--- src/rtl/tsched_pkg.sv ---
`timescale 1ns/1ps
package tsched_pkg;

  parameter int unsigned TAG_W = 4;

  typedef logic [TAG_W-1:0] tag_t;

  typedef enum logic {
    OP_ADD = 1'b0,
    OP_MUL = 1'b1
  } op_e;

endpackage

--- src/rtl/tsched_regstat.sv ---
`timescale 1ns/1ps
// Register status table: value, pending bit and producer tag per register.
module tsched_regstat
  import tsched_pkg::*;
#(
  parameter int NREG   = 8,
  parameter int DATA_W = 16,
  localparam int IDX_W = (NREG > 1) ? $clog2(NREG) : 1
) (
  input  logic              clk,
  input  logic              rst_n,
  input  logic              iss_en,
  input  logic [IDX_W-1:0]  iss_dst,
  input  tag_t              iss_tag,
  input  logic [IDX_W-1:0]  src1_idx,
  input  logic [IDX_W-1:0]  src2_idx,
  output logic              s1_rdy,
  output logic [DATA_W-1:0] s1_data,
  output tag_t              s1_tag,
  output logic              s2_rdy,
  output logic [DATA_W-1:0] s2_data,
  output tag_t              s2_tag,
  input  logic              cdb_valid,
  input  tag_t              cdb_tag,
  input  logic [DATA_W-1:0] cdb_data,
  input  logic [IDX_W-1:0]  rd_idx,
  output logic              rd_busy,
  output tag_t              rd_tag,
  output logic [DATA_W-1:0] rd_data
);

  logic              busy_q [NREG];
  tag_t              tag_q  [NREG];
  logic [DATA_W-1:0] data_q [NREG];

  logic              busy_d [NREG];
  tag_t              tag_d  [NREG];
  logic [DATA_W-1:0] data_d [NREG];
  logic              upd_en [NREG];

  // Source lookup with same-cycle bus bypass
  always_comb begin
    s1_tag  = tag_q[src1_idx];
    s2_tag  = tag_q[src2_idx];
    s1_rdy  = !busy_q[src1_idx] || (cdb_valid && (cdb_tag == tag_q[src1_idx]));
    s2_rdy  = !busy_q[src2_idx] || (cdb_valid && (cdb_tag == tag_q[src2_idx]));
    s1_data = busy_q[src1_idx] ? cdb_data : data_q[src1_idx];
    s2_data = busy_q[src2_idx] ? cdb_data : data_q[src2_idx];
  end

  always_comb begin
    rd_busy = busy_q[rd_idx];
    rd_tag  = tag_q[rd_idx];
    rd_data = data_q[rd_idx];
  end

  // Next state: broadcast capture first, a new writer overrides
  always_comb begin
    for (int i = 0; i < NREG; i++) begin
      busy_d[i] = busy_q[i];
      tag_d[i]  = tag_q[i];
      data_d[i] = data_q[i];
      upd_en[i] = 1'b0;
      if (cdb_valid && busy_q[i] && (tag_q[i] == cdb_tag)) begin
        busy_d[i] = 1'b0;
        data_d[i] = cdb_data;
        upd_en[i] = 1'b1;
      end
      if (iss_en && (iss_dst == IDX_W'(i))) begin
        busy_d[i] = 1'b1;
        tag_d[i]  = iss_tag;
        upd_en[i] = 1'b1;
      end
    end
  end

  always_ff @(posedge clk or negedge rst_n) begin
    if (!rst_n) begin
      for (int i = 0; i < NREG; i++) begin
        busy_q[i] <= 1'b0;
        tag_q[i]  <= '0;
        data_q[i] <= DATA_W'(i);
      end
    end else begin
      for (int i = 0; i < NREG; i++) begin
        if (upd_en[i]) begin
          busy_q[i] <= busy_d[i];
          tag_q[i]  <= tag_d[i];
          data_q[i] <= data_d[i];
        end
      end
    end
  end

  AST_DST_MARKED: assert property (@(posedge clk) disable iff (!rst_n)
    iss_en |=> busy_q[$past(iss_dst)] && (tag_q[$past(iss_dst)] == $past(iss_tag)));

  for (genvar g = 0; g < NREG; g++) begin : g_chk
    AST_CLEAR_ON_MATCH: assert property (@(posedge clk) disable iff (!rst_n)
      (cdb_valid && busy_q[g] && (tag_q[g] == cdb_tag) && !(iss_en && (iss_dst == IDX_W'(g))))
      |=> !busy_q[g] && (data_q[g] == $past(cdb_data)));
    AST_STALE_KEEP: assert property (@(posedge clk) disable iff (!rst_n)
      (cdb_valid && busy_q[g] && (tag_q[g] != cdb_tag) && !(iss_en && (iss_dst == IDX_W'(g))))
      |=> busy_q[g] && $stable(tag_q[g]));
  end

endmodule

--- src/rtl/tsched_rs_bank.sv ---
`timescale 1ns/1ps
// Waiting slots for one unit class: allocation, operand capture, dispatch pick.
module tsched_rs_bank
  import tsched_pkg::*;
#(
  parameter int NST    = 3,
  parameter int BASE   = 8,
  parameter int DATA_W = 16,
  localparam int SW    = (NST > 1) ? $clog2(NST) : 1
) (
  input  logic              clk,
  input  logic              rst_n,
  input  logic              alloc_en,
  input  logic              a1_rdy,
  input  logic [DATA_W-1:0] a1_data,
  input  tag_t              a1_tag,
  input  logic              a2_rdy,
  input  logic [DATA_W-1:0] a2_data,
  input  tag_t              a2_tag,
  output logic              has_free,
  output tag_t              free_tag,
  input  logic              cdb_valid,
  input  tag_t              cdb_tag,
  input  logic [DATA_W-1:0] cdb_data,
  input  logic              unit_free,
  output logic              disp_en,
  output logic [DATA_W-1:0] disp_a,
  output logic [DATA_W-1:0] disp_b,
  output tag_t              disp_tag
);

  logic              busy_q [NST];
  logic              sent_q [NST];
  logic              v1_q   [NST];
  logic              v2_q   [NST];
  logic [DATA_W-1:0] d1_q   [NST];
  logic [DATA_W-1:0] d2_q   [NST];
  tag_t              t1_q   [NST];
  tag_t              t2_q   [NST];

  logic              busy_d [NST];
  logic              sent_d [NST];
  logic              v1_d   [NST];
  logic              v2_d   [NST];
  logic [DATA_W-1:0] d1_d   [NST];
  logic [DATA_W-1:0] d2_d   [NST];
  tag_t              t1_d   [NST];
  tag_t              t2_d   [NST];
  logic              st_en  [NST];

  logic [SW-1:0] free_idx;
  logic [SW-1:0] disp_idx;
  logic          ready_any;

  // Lowest free slot and lowest ready slot
  always_comb begin
    has_free  = 1'b0;
    free_idx  = '0;
    ready_any = 1'b0;
    disp_idx  = '0;
    for (int i = NST - 1; i >= 0; i--) begin
      if (!busy_q[i]) begin
        has_free = 1'b1;
        free_idx = SW'(i);
      end
      if (busy_q[i] && !sent_q[i] && v1_q[i] && v2_q[i]) begin
        ready_any = 1'b1;
        disp_idx  = SW'(i);
      end
    end
  end

  assign free_tag = TAG_W'(BASE) + TAG_W'(free_idx);
  assign disp_en  = unit_free && ready_any;
  assign disp_a   = d1_q[disp_idx];
  assign disp_b   = d2_q[disp_idx];
  assign disp_tag = TAG_W'(BASE) + TAG_W'(disp_idx);

  always_comb begin
    for (int i = 0; i < NST; i++) begin
      busy_d[i] = busy_q[i];
      sent_d[i] = sent_q[i];
      v1_d[i]   = v1_q[i];
      v2_d[i]   = v2_q[i];
      d1_d[i]   = d1_q[i];
      d2_d[i]   = d2_q[i];
      t1_d[i]   = t1_q[i];
      t2_d[i]   = t2_q[i];
      st_en[i]  = 1'b0;
      if (busy_q[i] && !v1_q[i] && cdb_valid && (t1_q[i] == cdb_tag)) begin
        v1_d[i]  = 1'b1;
        d1_d[i]  = cdb_data;
        st_en[i] = 1'b1;
      end
      if (busy_q[i] && !v2_q[i] && cdb_valid && (t2_q[i] == cdb_tag)) begin
        v2_d[i]  = 1'b1;
        d2_d[i]  = cdb_data;
        st_en[i] = 1'b1;
      end
      if (disp_en && (disp_idx == SW'(i))) begin
        sent_d[i] = 1'b1;
        st_en[i]  = 1'b1;
      end
      if (busy_q[i] && cdb_valid && (cdb_tag == TAG_W'(BASE + i))) begin
        busy_d[i] = 1'b0;
        st_en[i]  = 1'b1;
      end
      if (alloc_en && !busy_q[i] && (free_idx == SW'(i))) begin
        busy_d[i] = 1'b1;
        sent_d[i] = 1'b0;
        v1_d[i]   = a1_rdy;
        d1_d[i]   = a1_data;
        t1_d[i]   = a1_tag;
        v2_d[i]   = a2_rdy;
        d2_d[i]   = a2_data;
        t2_d[i]   = a2_tag;
        st_en[i]  = 1'b1;
      end
    end
  end

  always_ff @(posedge clk or negedge rst_n) begin
    if (!rst_n) begin
      for (int i = 0; i < NST; i++) begin
        busy_q[i] <= 1'b0;
        sent_q[i] <= 1'b0;
        v1_q[i]   <= 1'b0;
        v2_q[i]   <= 1'b0;
        d1_q[i]   <= '0;
        d2_q[i]   <= '0;
        t1_q[i]   <= '0;
        t2_q[i]   <= '0;
      end
    end else begin
      for (int i = 0; i < NST; i++) begin
        if (st_en[i]) begin
          busy_q[i] <= busy_d[i];
          sent_q[i] <= sent_d[i];
          v1_q[i]   <= v1_d[i];
          v2_q[i]   <= v2_d[i];
          d1_q[i]   <= d1_d[i];
          d2_q[i]   <= d2_d[i];
          t1_q[i]   <= t1_d[i];
          t2_q[i]   <= t2_d[i];
        end
      end
    end
  end

  AST_ALLOC_HAS_ROOM: assert property (@(posedge clk) disable iff (!rst_n)
    alloc_en |-> has_free);

  for (genvar g = 0; g < NST; g++) begin : g_chk
    AST_REL_ONLY_SENT: assert property (@(posedge clk) disable iff (!rst_n)
      (cdb_valid && (cdb_tag == TAG_W'(BASE + g))) |-> busy_q[g] && sent_q[g]);
  end

endmodule

--- src/rtl/tsched_fu.sv ---
`timescale 1ns/1ps
// Fixed-latency functional unit stub with result hold while the bus is denied.
module tsched_fu
  import tsched_pkg::*;
#(
  parameter int LAT    = 2,
  parameter bit IS_MUL = 1'b0,
  parameter int DATA_W = 16,
  localparam int CW    = $clog2(LAT + 1)
) (
  input  logic              clk,
  input  logic              rst_n,
  input  logic              start,
  input  logic [DATA_W-1:0] op_a,
  input  logic [DATA_W-1:0] op_b,
  input  tag_t              op_tag,
  input  logic              grant,
  output logic              free,
  output logic              req,
  output logic [DATA_W-1:0] res,
  output tag_t              res_tag
);

  logic [CW-1:0]     cnt_q, cnt_d;
  logic [DATA_W-1:0] a_q, b_q;
  tag_t              tag_q;
  logic              ld_en;

  assign free  = (cnt_q == '0);
  assign req   = (cnt_q == CW'(1));
  assign ld_en = start && free;

  always_comb begin
    cnt_d = cnt_q;
    if (ld_en) begin
      cnt_d = CW'(LAT);
    end else if (req && grant) begin
      cnt_d = '0;
    end else if (cnt_q > CW'(1)) begin
      cnt_d = cnt_q - CW'(1);
    end
  end

  always_ff @(posedge clk or negedge rst_n) begin
    if (!rst_n) begin
      cnt_q <= '0;
    end else begin
      cnt_q <= cnt_d;
    end
  end

  always_ff @(posedge clk or negedge rst_n) begin
    if (!rst_n) begin
      a_q   <= '0;
      b_q   <= '0;
      tag_q <= '0;
    end else if (ld_en) begin
      a_q   <= op_a;
      b_q   <= op_b;
      tag_q <= op_tag;
    end
  end

  if (IS_MUL) begin : g_mul
    logic [2*DATA_W-1:0] prod;
    assign prod = {{DATA_W{1'b0}}, a_q} * {{DATA_W{1'b0}}, b_q};
    assign res  = prod[DATA_W-1:0];
  end else begin : g_add
    assign res = a_q + b_q;
  end

  assign res_tag = tag_q;

  AST_START_WHEN_IDLE: assert property (@(posedge clk) disable iff (!rst_n)
    start |-> (cnt_q == '0));
  AST_HOLD_ON_LOSS: assert property (@(posedge clk) disable iff (!rst_n)
    (req && !grant) |=> req && $stable(res) && $stable(res_tag));

endmodule

--- src/rtl/tsched_core.sv ---
`timescale 1ns/1ps
// Top: in-order issue, two slot banks, two units, one result bus.
module tsched_core
  import tsched_pkg::*;
#(
  parameter int NREG     = 8,
  parameter int DATA_W   = 16,
  parameter int ADD_RS   = 3,
  parameter int MUL_RS   = 3,
  parameter int ADD_BASE = 8,
  parameter int ADD_LAT  = 2,
  parameter int MUL_LAT  = 4,
  localparam int IDX_W    = (NREG > 1) ? $clog2(NREG) : 1,
  localparam int MUL_BASE = ADD_BASE + ADD_RS
) (
  input  logic              clk,
  input  logic              rst_n,
  input  logic              iq_valid,
  input  logic              iq_op,
  input  logic [IDX_W-1:0]  iq_dst,
  input  logic [IDX_W-1:0]  iq_src1,
  input  logic [IDX_W-1:0]  iq_src2,
  output logic              iq_ready,
  output logic [TAG_W-1:0]  iq_tag,
  output logic              cdb_valid,
  output logic [TAG_W-1:0]  cdb_tag,
  output logic [DATA_W-1:0] cdb_data,
  input  logic [IDX_W-1:0]  rd_idx,
  output logic              rd_busy,
  output logic [TAG_W-1:0]  rd_tag,
  output logic [DATA_W-1:0] rd_data
);

  logic              s1_rdy, s2_rdy;
  logic [DATA_W-1:0] s1_data, s2_data;
  tag_t              s1_tag, s2_tag;

  logic              add_free_slot, mul_free_slot;
  tag_t              add_free_tag, mul_free_tag;
  logic              issue, add_alloc, mul_alloc;

  logic              add_disp, mul_disp;
  logic [DATA_W-1:0] add_da, add_db, mul_da, mul_db;
  tag_t              add_dtag, mul_dtag;

  logic              add_unit_free, mul_unit_free;
  logic              add_req, mul_req, add_grant, mul_grant;
  logic [DATA_W-1:0] add_res, mul_res;
  tag_t              add_rtag, mul_rtag;

  assign iq_ready  = (iq_op == OP_MUL) ? mul_free_slot : add_free_slot;
  assign iq_tag    = (iq_op == OP_MUL) ? mul_free_tag  : add_free_tag;
  assign issue     = iq_valid && iq_ready;
  assign add_alloc = issue && (iq_op == OP_ADD);
  assign mul_alloc = issue && (iq_op == OP_MUL);

  // Result bus: the lower producer tag wins, the other unit holds
  always_comb begin
    add_grant = add_req && (!mul_req || (add_rtag < mul_rtag));
    mul_grant = mul_req && !add_grant;
    cdb_valid = add_req || mul_req;
    cdb_tag   = add_grant ? add_rtag : mul_rtag;
    cdb_data  = add_grant ? add_res  : mul_res;
  end

  tsched_regstat #(.NREG(NREG), .DATA_W(DATA_W)) u_regs (
    .clk      (clk),
    .rst_n    (rst_n),
    .iss_en   (issue),
    .iss_dst  (iq_dst),
    .iss_tag  (iq_tag),
    .src1_idx (iq_src1),
    .src2_idx (iq_src2),
    .s1_rdy   (s1_rdy),
    .s1_data  (s1_data),
    .s1_tag   (s1_tag),
    .s2_rdy   (s2_rdy),
    .s2_data  (s2_data),
    .s2_tag   (s2_tag),
    .cdb_valid(cdb_valid),
    .cdb_tag  (cdb_tag),
    .cdb_data (cdb_data),
    .rd_idx   (rd_idx),
    .rd_busy  (rd_busy),
    .rd_tag   (rd_tag),
    .rd_data  (rd_data)
  );

  tsched_rs_bank #(.NST(ADD_RS), .BASE(ADD_BASE), .DATA_W(DATA_W)) u_add_rs (
    .clk      (clk),
    .rst_n    (rst_n),
    .alloc_en (add_alloc),
    .a1_rdy   (s1_rdy),
    .a1_data  (s1_data),
    .a1_tag   (s1_tag),
    .a2_rdy   (s2_rdy),
    .a2_data  (s2_data),
    .a2_tag   (s2_tag),
    .has_free (add_free_slot),
    .free_tag (add_free_tag),
    .cdb_valid(cdb_valid),
    .cdb_tag  (cdb_tag),
    .cdb_data (cdb_data),
    .unit_free(add_unit_free),
    .disp_en  (add_disp),
    .disp_a   (add_da),
    .disp_b   (add_db),
    .disp_tag (add_dtag)
  );

  tsched_rs_bank #(.NST(MUL_RS), .BASE(MUL_BASE), .DATA_W(DATA_W)) u_mul_rs (
    .clk      (clk),
    .rst_n    (rst_n),
    .alloc_en (mul_alloc),
    .a1_rdy   (s1_rdy),
    .a1_data  (s1_data),
    .a1_tag   (s1_tag),
    .a2_rdy   (s2_rdy),
    .a2_data  (s2_data),
    .a2_tag   (s2_tag),
    .has_free (mul_free_slot),
    .free_tag (mul_free_tag),
    .cdb_valid(cdb_valid),
    .cdb_tag  (cdb_tag),
    .cdb_data (cdb_data),
    .unit_free(mul_unit_free),
    .disp_en  (mul_disp),
    .disp_a   (mul_da),
    .disp_b   (mul_db),
    .disp_tag (mul_dtag)
  );

  tsched_fu #(.LAT(ADD_LAT), .IS_MUL(1'b0), .DATA_W(DATA_W)) u_add_fu (
    .clk    (clk),
    .rst_n  (rst_n),
    .start  (add_disp),
    .op_a   (add_da),
    .op_b   (add_db),
    .op_tag (add_dtag),
    .grant  (add_grant),
    .free   (add_unit_free),
    .req    (add_req),
    .res    (add_res),
    .res_tag(add_rtag)
  );

  tsched_fu #(.LAT(MUL_LAT), .IS_MUL(1'b1), .DATA_W(DATA_W)) u_mul_fu (
    .clk    (clk),
    .rst_n  (rst_n),
    .start  (mul_disp),
    .op_a   (mul_da),
    .op_b   (mul_db),
    .op_tag (mul_dtag),
    .grant  (mul_grant),
    .free   (mul_unit_free),
    .req    (mul_req),
    .res    (mul_res),
    .res_tag(mul_rtag)
  );

  AST_CDB_TAG_RANGE: assert property (@(posedge clk) disable iff (!rst_n)
    cdb_valid |-> (cdb_tag >= TAG_W'(ADD_BASE)) && (cdb_tag < TAG_W'(MUL_BASE + MUL_RS)));
  AST_ISSUE_CLASS_TAG: assert property (@(posedge clk) disable iff (!rst_n)
    mul_alloc |-> (iq_tag >= TAG_W'(MUL_BASE)));

endmodule

--- config.mk ---
export PLATFORM = sky130hd
export DESIGN_NAME = tsched_core
export DESIGN_NICKNAME = d
export VERILOG_FILES = /design/src/rtl/tsched_pkg.sv /design/src/rtl/tsched_regstat.sv /design/src/rtl/tsched_rs_bank.sv /design/src/rtl/tsched_fu.sv /design/src/rtl/tsched_core.sv
export SDC_FILE = /design/constraint.sdc
export NUM_CORES = 2
export LEC_CHECK = 0
export ABC_AREA = 1
export BUFFER_PORTS_ARGS = -buffer_cell sky130_fd_sc_hd__buf_4
export CORE_ASPECT_RATIO = 0.5
export CORE_MARGIN = 4
export CORE_UTILIZATION = 51
export CTS_CLUSTER_DIAMETER = 100
export DETAILED_ROUTE_END_ITERATION = 8
export GPL_ROUTABILITY_DRIVEN = 0
export MAX_ROUTING_LAYER = met4
export PLACE_DENSITY = 0.67
export SLEW_MARGIN = 20
export SYNTH_ARGS = -nofsm -noshare
export SYNTH_HDL_FRONTEND = slang
export SYNTH_SLANG_ARGS = --single-unit
--- constraint.sdc ---
create_clock -name clk -period 12.2 [get_ports clk]
set_clock_uncertainty 0.2 [all_clocks]
set_input_delay 1.83 -clock clk [delete_from_list [all_inputs] [get_ports clk]]
set_output_delay 1.83 -clock clk [all_outputs]
set_load 0.02 [all_outputs]
**Word-level counts from Yosys, hierarchy flattened**

Cells that the tools add are included.

- $mul: 1
- Bitwise gates (word level): 6
- $lt $le $gt $ge: 8
- Equal/unequal tests: 45
- Muxes and demuxes: 209
- Reduce and logical (&&, ||, !) cells: 248
- Add/subtract/negate cells: 7

Operator list:

| cell | number |
|---|---|
| $mux 16 | 41 |
| $bmux 16 s3 | 3 |
| $mux 1 | 129 |
| $bmux 16 s2 | 4 |
| $logic_and 1x1->1 | 121 |
| $reduce_and 2->1 | 54 |
| $eq 4x4->1 | 22 |
| $reduce_bool 2->1 | 32 |
| $bmux 4 s3 | 3 |
| $mux 4 | 8 |
| $mux 2 | 15 |
| $logic_not 1->1 | 28 |
| $eq 4x4->1 const B | 6 |
| $add 16x16->16 | 1 |
| $add 4x2->4 const A | 4 |
| $mul 16x16->16 | 1 |
| $eq 3x3->1 const B | 4 |
| $ge 4x4->1 const B | 3 |
| $not 3->4 | 3 |
| $eq 2x1->1 const B | 5 |
| $logic_not 2->1 | 5 |
| $bmux 1 s3 | 3 |
| $mux 3 | 3 |
| $eq 2x2->1 const B | 4 |
| other kinds (13) | 22 |

- Output and inout bits: 47
- Input bits: 16
- Register bits after elaboration: 509
- Word-level logic and storage cells: 604

**Longest topological paths before layout**

- Depth in word-level cells: 13
- Depth in mapped cells: 34

**Modules after synthesis**

Synthesis repeated with hierarchy kept, for this count alone.

- Cell total of the unflattened synthesis: 5039
- Area total of the unflattened synthesis: 35878.2 um^2

Modules (own cells, without submodules):

| module | instances | cells an instance | area an instance (um^2) |
|---|---|---|---|
| tsched_regstat | 1 | 1684 | 11352.1 |
| tsched_rs_bank at u_mul_rs | 1 | 1112 | 7957.6 |
| tsched_rs_bank at u_add_rs | 1 | 1138 | 7791.2 |
| tsched_fu at u_mul_fu | 1 | 732 | 5829.3 |
| tsched_fu at u_add_fu | 1 | 265 | 2461.1 |
| tsched_core | 1 | 108 | 486.7 |

**Worst setup path after synthesis**

Ideal clock, no wire load.

- Path kind: reg-to-output
- Start: reg u_mul_fu.b_q[1]
- End: out cdb_data[14]
- Arrival time: 5.612 ns
- Stages on the path, launching flop included: 22
- Buffers on the path: 3
- Slack: 4.558 ns
- Cell sequence: dfrtp_1 > clkbuf_1 > clkbuf_1 > nand2_1 > fa_1 > fa_1 > fa_1 > fa_1 > inv_1 > fa_1 > inv_1 > fa_1 > inv_1 > ha_1 > inv_1 > nor4_1 > nand3_1 > nand3_1 > xor2_1 > nand2_1 > nand2_1 > buf_1

- Longest elaborated chain between the ends: 2

RTL lines:

| item | RTL line | RTL |
|---|---|---|
| start: declaration | tsched_fu.sv:25 | `logic [DATA_W-1:0] a_q, b_q;` |
| start signal: assignment | tsched_fu.sv:59 | `b_q <= op_b;` |
| $mul 16x16->16 | tsched_fu.sv:66 | `assign prod = {{DATA_W{1'b0}}, a_q} * {{DATA_W{1'b0}}, b_q};` |
| $mux 16 | tsched_core.sv:63 | `cdb_data = add_grant ? add_res : mul_res;` |
| end: declaration | tsched_core.sv:27 | `output logic [DATA_W-1:0] cdb_data,` |

Every way passes these cells.

**Worst setup path in the final report**

- Start: reg u_mul_fu.b_q[1]
- End: out cdb_data[15]

Same word-level chain as after synthesis.

==> run metrics <==
most common cell after layout, fill and taps aside nand2_1; clock insertion delay at the later pin of the skew report 0.60 ns; multiplexer share of the synthesized area 0; worst hold stages 2; Fin. Hold Viols 0; placeable core area 63,700 sq um; minimum setup slack in the final design ~3.3 ns; Synth Area in Simple Gates 0.254; number of DRC violations after detailed-routing iteration 0 about 4,700; WS Path Type reg2out; top post-synthesis cells by area dfrtp_1 (37%), nand2_1 (14%), o21ai_0 (9.5%); critical path arrival 6.92 ns; post-detailed-route DRC marker count 0; async set-reset flop share out of synthesis 1.00; combined global-route utilization of all metal layers 0.331; number of vias per cell after detailed routing slightly below 6; total vias in the final route 32,208; launch point of the worst reg-to-reg path u_mul_fu.b_q[1]$_DFFE_PN0P_; CP Cell Sequence nand2_1 > fa_1 > fa_1 > fa_1 > fa_1 > inv_1 > fa_1 > inv_1 > fa_1 > inv_1 > ha_1 > inv_1 > nor3_1 > nand3_1 > nand3_1 > nand2_1 > nand2_1 > nand2_1 > nand2_1 > inv_1 > nand2_1 > nand3_1 > nand2_1 > buf_4; kind of cell with the highest combined delay on the critical path adder cells; leading area contributor after synthesis dfrtp_1; Final Max Tran Viols 0; setup repair after global routing missed its margin false; number of diodes 0; post-synthesis cell count 4,641; count of TritonRoute iterations in the first routing pass 6; WHS Endpoint u_mul_rs.d1_q[39]$_DFFE_PN0P_; wire length of the first global-routing pass 176,000 microns; final net count between 4,000 and 5,000; post-synthesis compound-gate area fraction 0.174; combined buffer and inverter count along the critical path 6; count of flip-flops with a built-in enable after synthesis 0; clock slew at reported path FFs 0.06 ns; Routed Antenna Nets 0; number of buffers inserted by hold repair at cts 0; worst setup slack before clock tree synthesis roughly 4 ns; Max Cap Violations 0; reg-to-reg setup timing slack 4.76 ns; Total Die Area 69,500 sq um; Synthesized Nets 4,816; type of element launching the critical path flop; CTS tree built; Max clock buf depth 3; Critical Path RT ~10 ns; Achievable Freq 112 MHz; height of the die 188 microns; final setup violating endpoints 0; layout cells sized above 1 0.0621; num rows 65; cell mode on critical path nand2_1; endpoint of the worst-slack reg-to-reg timing path u_mul_rs.d1_q[47]$_DFFE_PN0P_; total wire length after detailed routing 114,000 microns; top_reg_cell synth dfrtp_1; Register-to-Register Path Depth 26; vias in the first global route just under 30,000; critical-path cell with the highest stage delay dfrtp_1; final worst-path cycle share 0.733; maximum level of the CTS H-tree 2; Min-Delay Startpoint u_mul_rs.d1_q[39]$_DFFE_PN0P_; result of the run finished, final reports clean; Sink Count 508; cell chosen for the clock root clkbuf_16; sequential-to-total area share from yosys stat 0.384; largest net degree at the start of global routing 156; width of the die 369 microns; average cell area after synthesis 7.15 sq um; count of buffers added by post-CTS timing repair for setup 0; pin slew with the least headroom to its limit 1.19 ns; post-synthesis instance area 33,200 sq um; CTS buffer count 50; combinational family with the most area after synthesis simple AND/OR/NAND/NOR gates; portion of synthesized cell area occupied by the leading cell type 0.374; post_cts resized 0; maximum fanout along the worst path 17; initial antenna violation count 0; warnings from Yosys 0; Starting Density 0.521; minimum period implied by the final worst setup slack around 9 ns; io pins between 60 and 70; xor and xnor fraction of the mapped netlist area 0.0153; max incr delay on CP 0.74 ns; WL/cell 21.0 microns; global route total overflow 0; HP Class reg2reg; half-perimeter wire length of the detailed placement result 75,400 microns; commonest cells after routing, fill and taps aside nand2_1 (1,231), o21ai_0 (629), dfrtp_1 (496); number of library cell types mapped by synthesis 49; Post-Synth Adder-Cell Area 0.0783; headroom to the max-slew limit 0.201; CP Capture Type output port; total negative slack 0 ns; Area Overhead vs Synth 7.88%; #FFs+latches synth slightly above 500; number of buffers added on ports 61
-- stage by stage --
stage,cells,hold slack [ns],util,cell area (sq um)
2_1_floorplan,4641,0.242,-,33200
3_3_place_gp,5355,0.253,0.535,34100
3_5_place_dp,5355,0.259,0.535,34100
4_1_cts,5447,0.275,0.562,35800
5_1_grt,5447,0.293,0.562,35800
6_report,5447,0.273,0.562,35800
-- cell usage after synthesis, types with 12 or more instances --
cell type / instances
nand3_1: 385
nor2_1: 345
xor2_1: 50
buf_2: 39
ha_1: 78
o21ai_1: 26
a21oi_1: 240
dfstp_2: 12
inv_1: 486
nand2_1: 1231
nor3_1: 18
a31oi_1: 38
buf_1: 25
o21ai_0: 631
buf_6: 12
nor4_1: 16
inv_2: 13
clkbuf_1: 206
nand4_1: 14
fa_1: 81
o211ai_1: 106
dfrtp_1: 496
-- worst max path at each step --
stage / startpoint / endpoint / slack (ns) / cells after the start
after floorplan: u_mul_fu.b_q[1]$_DFFE_PN0P_ / cdb_data[14] / 4.56 / 21
after global placement: u_mul_fu.b_q[1]$_DFFE_PN0P_ / cdb_data[15] / 4.08 / 24
after detailed placement: u_mul_fu.b_q[1]$_DFFE_PN0P_ / cdb_data[15] / 3.92 / 24
after CTS: u_mul_fu.b_q[1]$_DFFE_PN0P_ / cdb_data[15] / 3.28 / 24
after global routing: u_mul_fu.b_q[1]$_DFFE_PN0P_ / cdb_data[15] / 2.89 / 24
final: u_mul_fu.b_q[1]$_DFFE_PN0P_ / cdb_data[15] / 3.25 / 24
-- worst min-delay path, delay by kind of cell, from the launching register on --
family	cells	cell delay (ns)
simple gates	2	0.09
flops	1	0.34
-- area by class of cell --
| cell class | count | area, sq um |
|---|---|---|
| Fill cell | 6073 | 27900 |
| Clock buffer | 74 | 1530 |
| Tap cell | 871 | 1090 |
| Sequential cell | 508 | 12700 |
| Timing Repair Buffer | 131 | 1000 |
| Inverter | 508 | 1910 |
| Clock inverter | 18 | 199 |
| Multi-Input combinational cell | 3337 | 17300 |
-- kinds of logic (layout without fill, tap and decap cells) --
family	Yosys count	after routing
XOR/XNOR	58	58
AO/OA/AOI/OAI	1071	1071
flip-flops	508	508
adder cells (fa/ha/maj)	159	159
AND/OR/NAND/NOR	2048	2048
buffers and inverters	796	731
other	1	1
-- layer usage --
layer / track usage / wire length (microns) / up-vias
met5: - / 0 / -
met4: 0.0767 / 2450 / 0
met3: 0.0849 / 13700 / 210
met2: 0.475 / 48700 / 1769
met1: 0.471 / 49300 / 15378
li1: - / - / 14851
-- registers in the layout, summed over array words and instances, names as in the netlist, 4 cells and up --
| signal | cells |
|---|---|
| u_add_fu.a_q | 16 |
| u_add_rs.t1_q | 12 |
| u_mul_fu.a_q | 16 |
| u_mul_rs.d1_q | 48 |
| u_mul_fu.b_q | 16 |
| u_mul_rs.t1_q | 12 |
| u_add_rs.d2_q | 48 |
| u_add_rs.d1_q | 48 |
| u_mul_rs.d2_q | 48 |
| u_regs.data_q | 128 |
| u_mul_fu.res_tag | 4 |
| u_add_rs.t2_q | 12 |
| u_regs.busy_q | 8 |
| u_mul_rs.t2_q | 12 |
| u_add_fu.b_q | 16 |
| u_regs.tag_q | 32 |
Power is not shown: default switching activity piles up to over one toggle a cycle in this logic, so the estimate is an artifact.
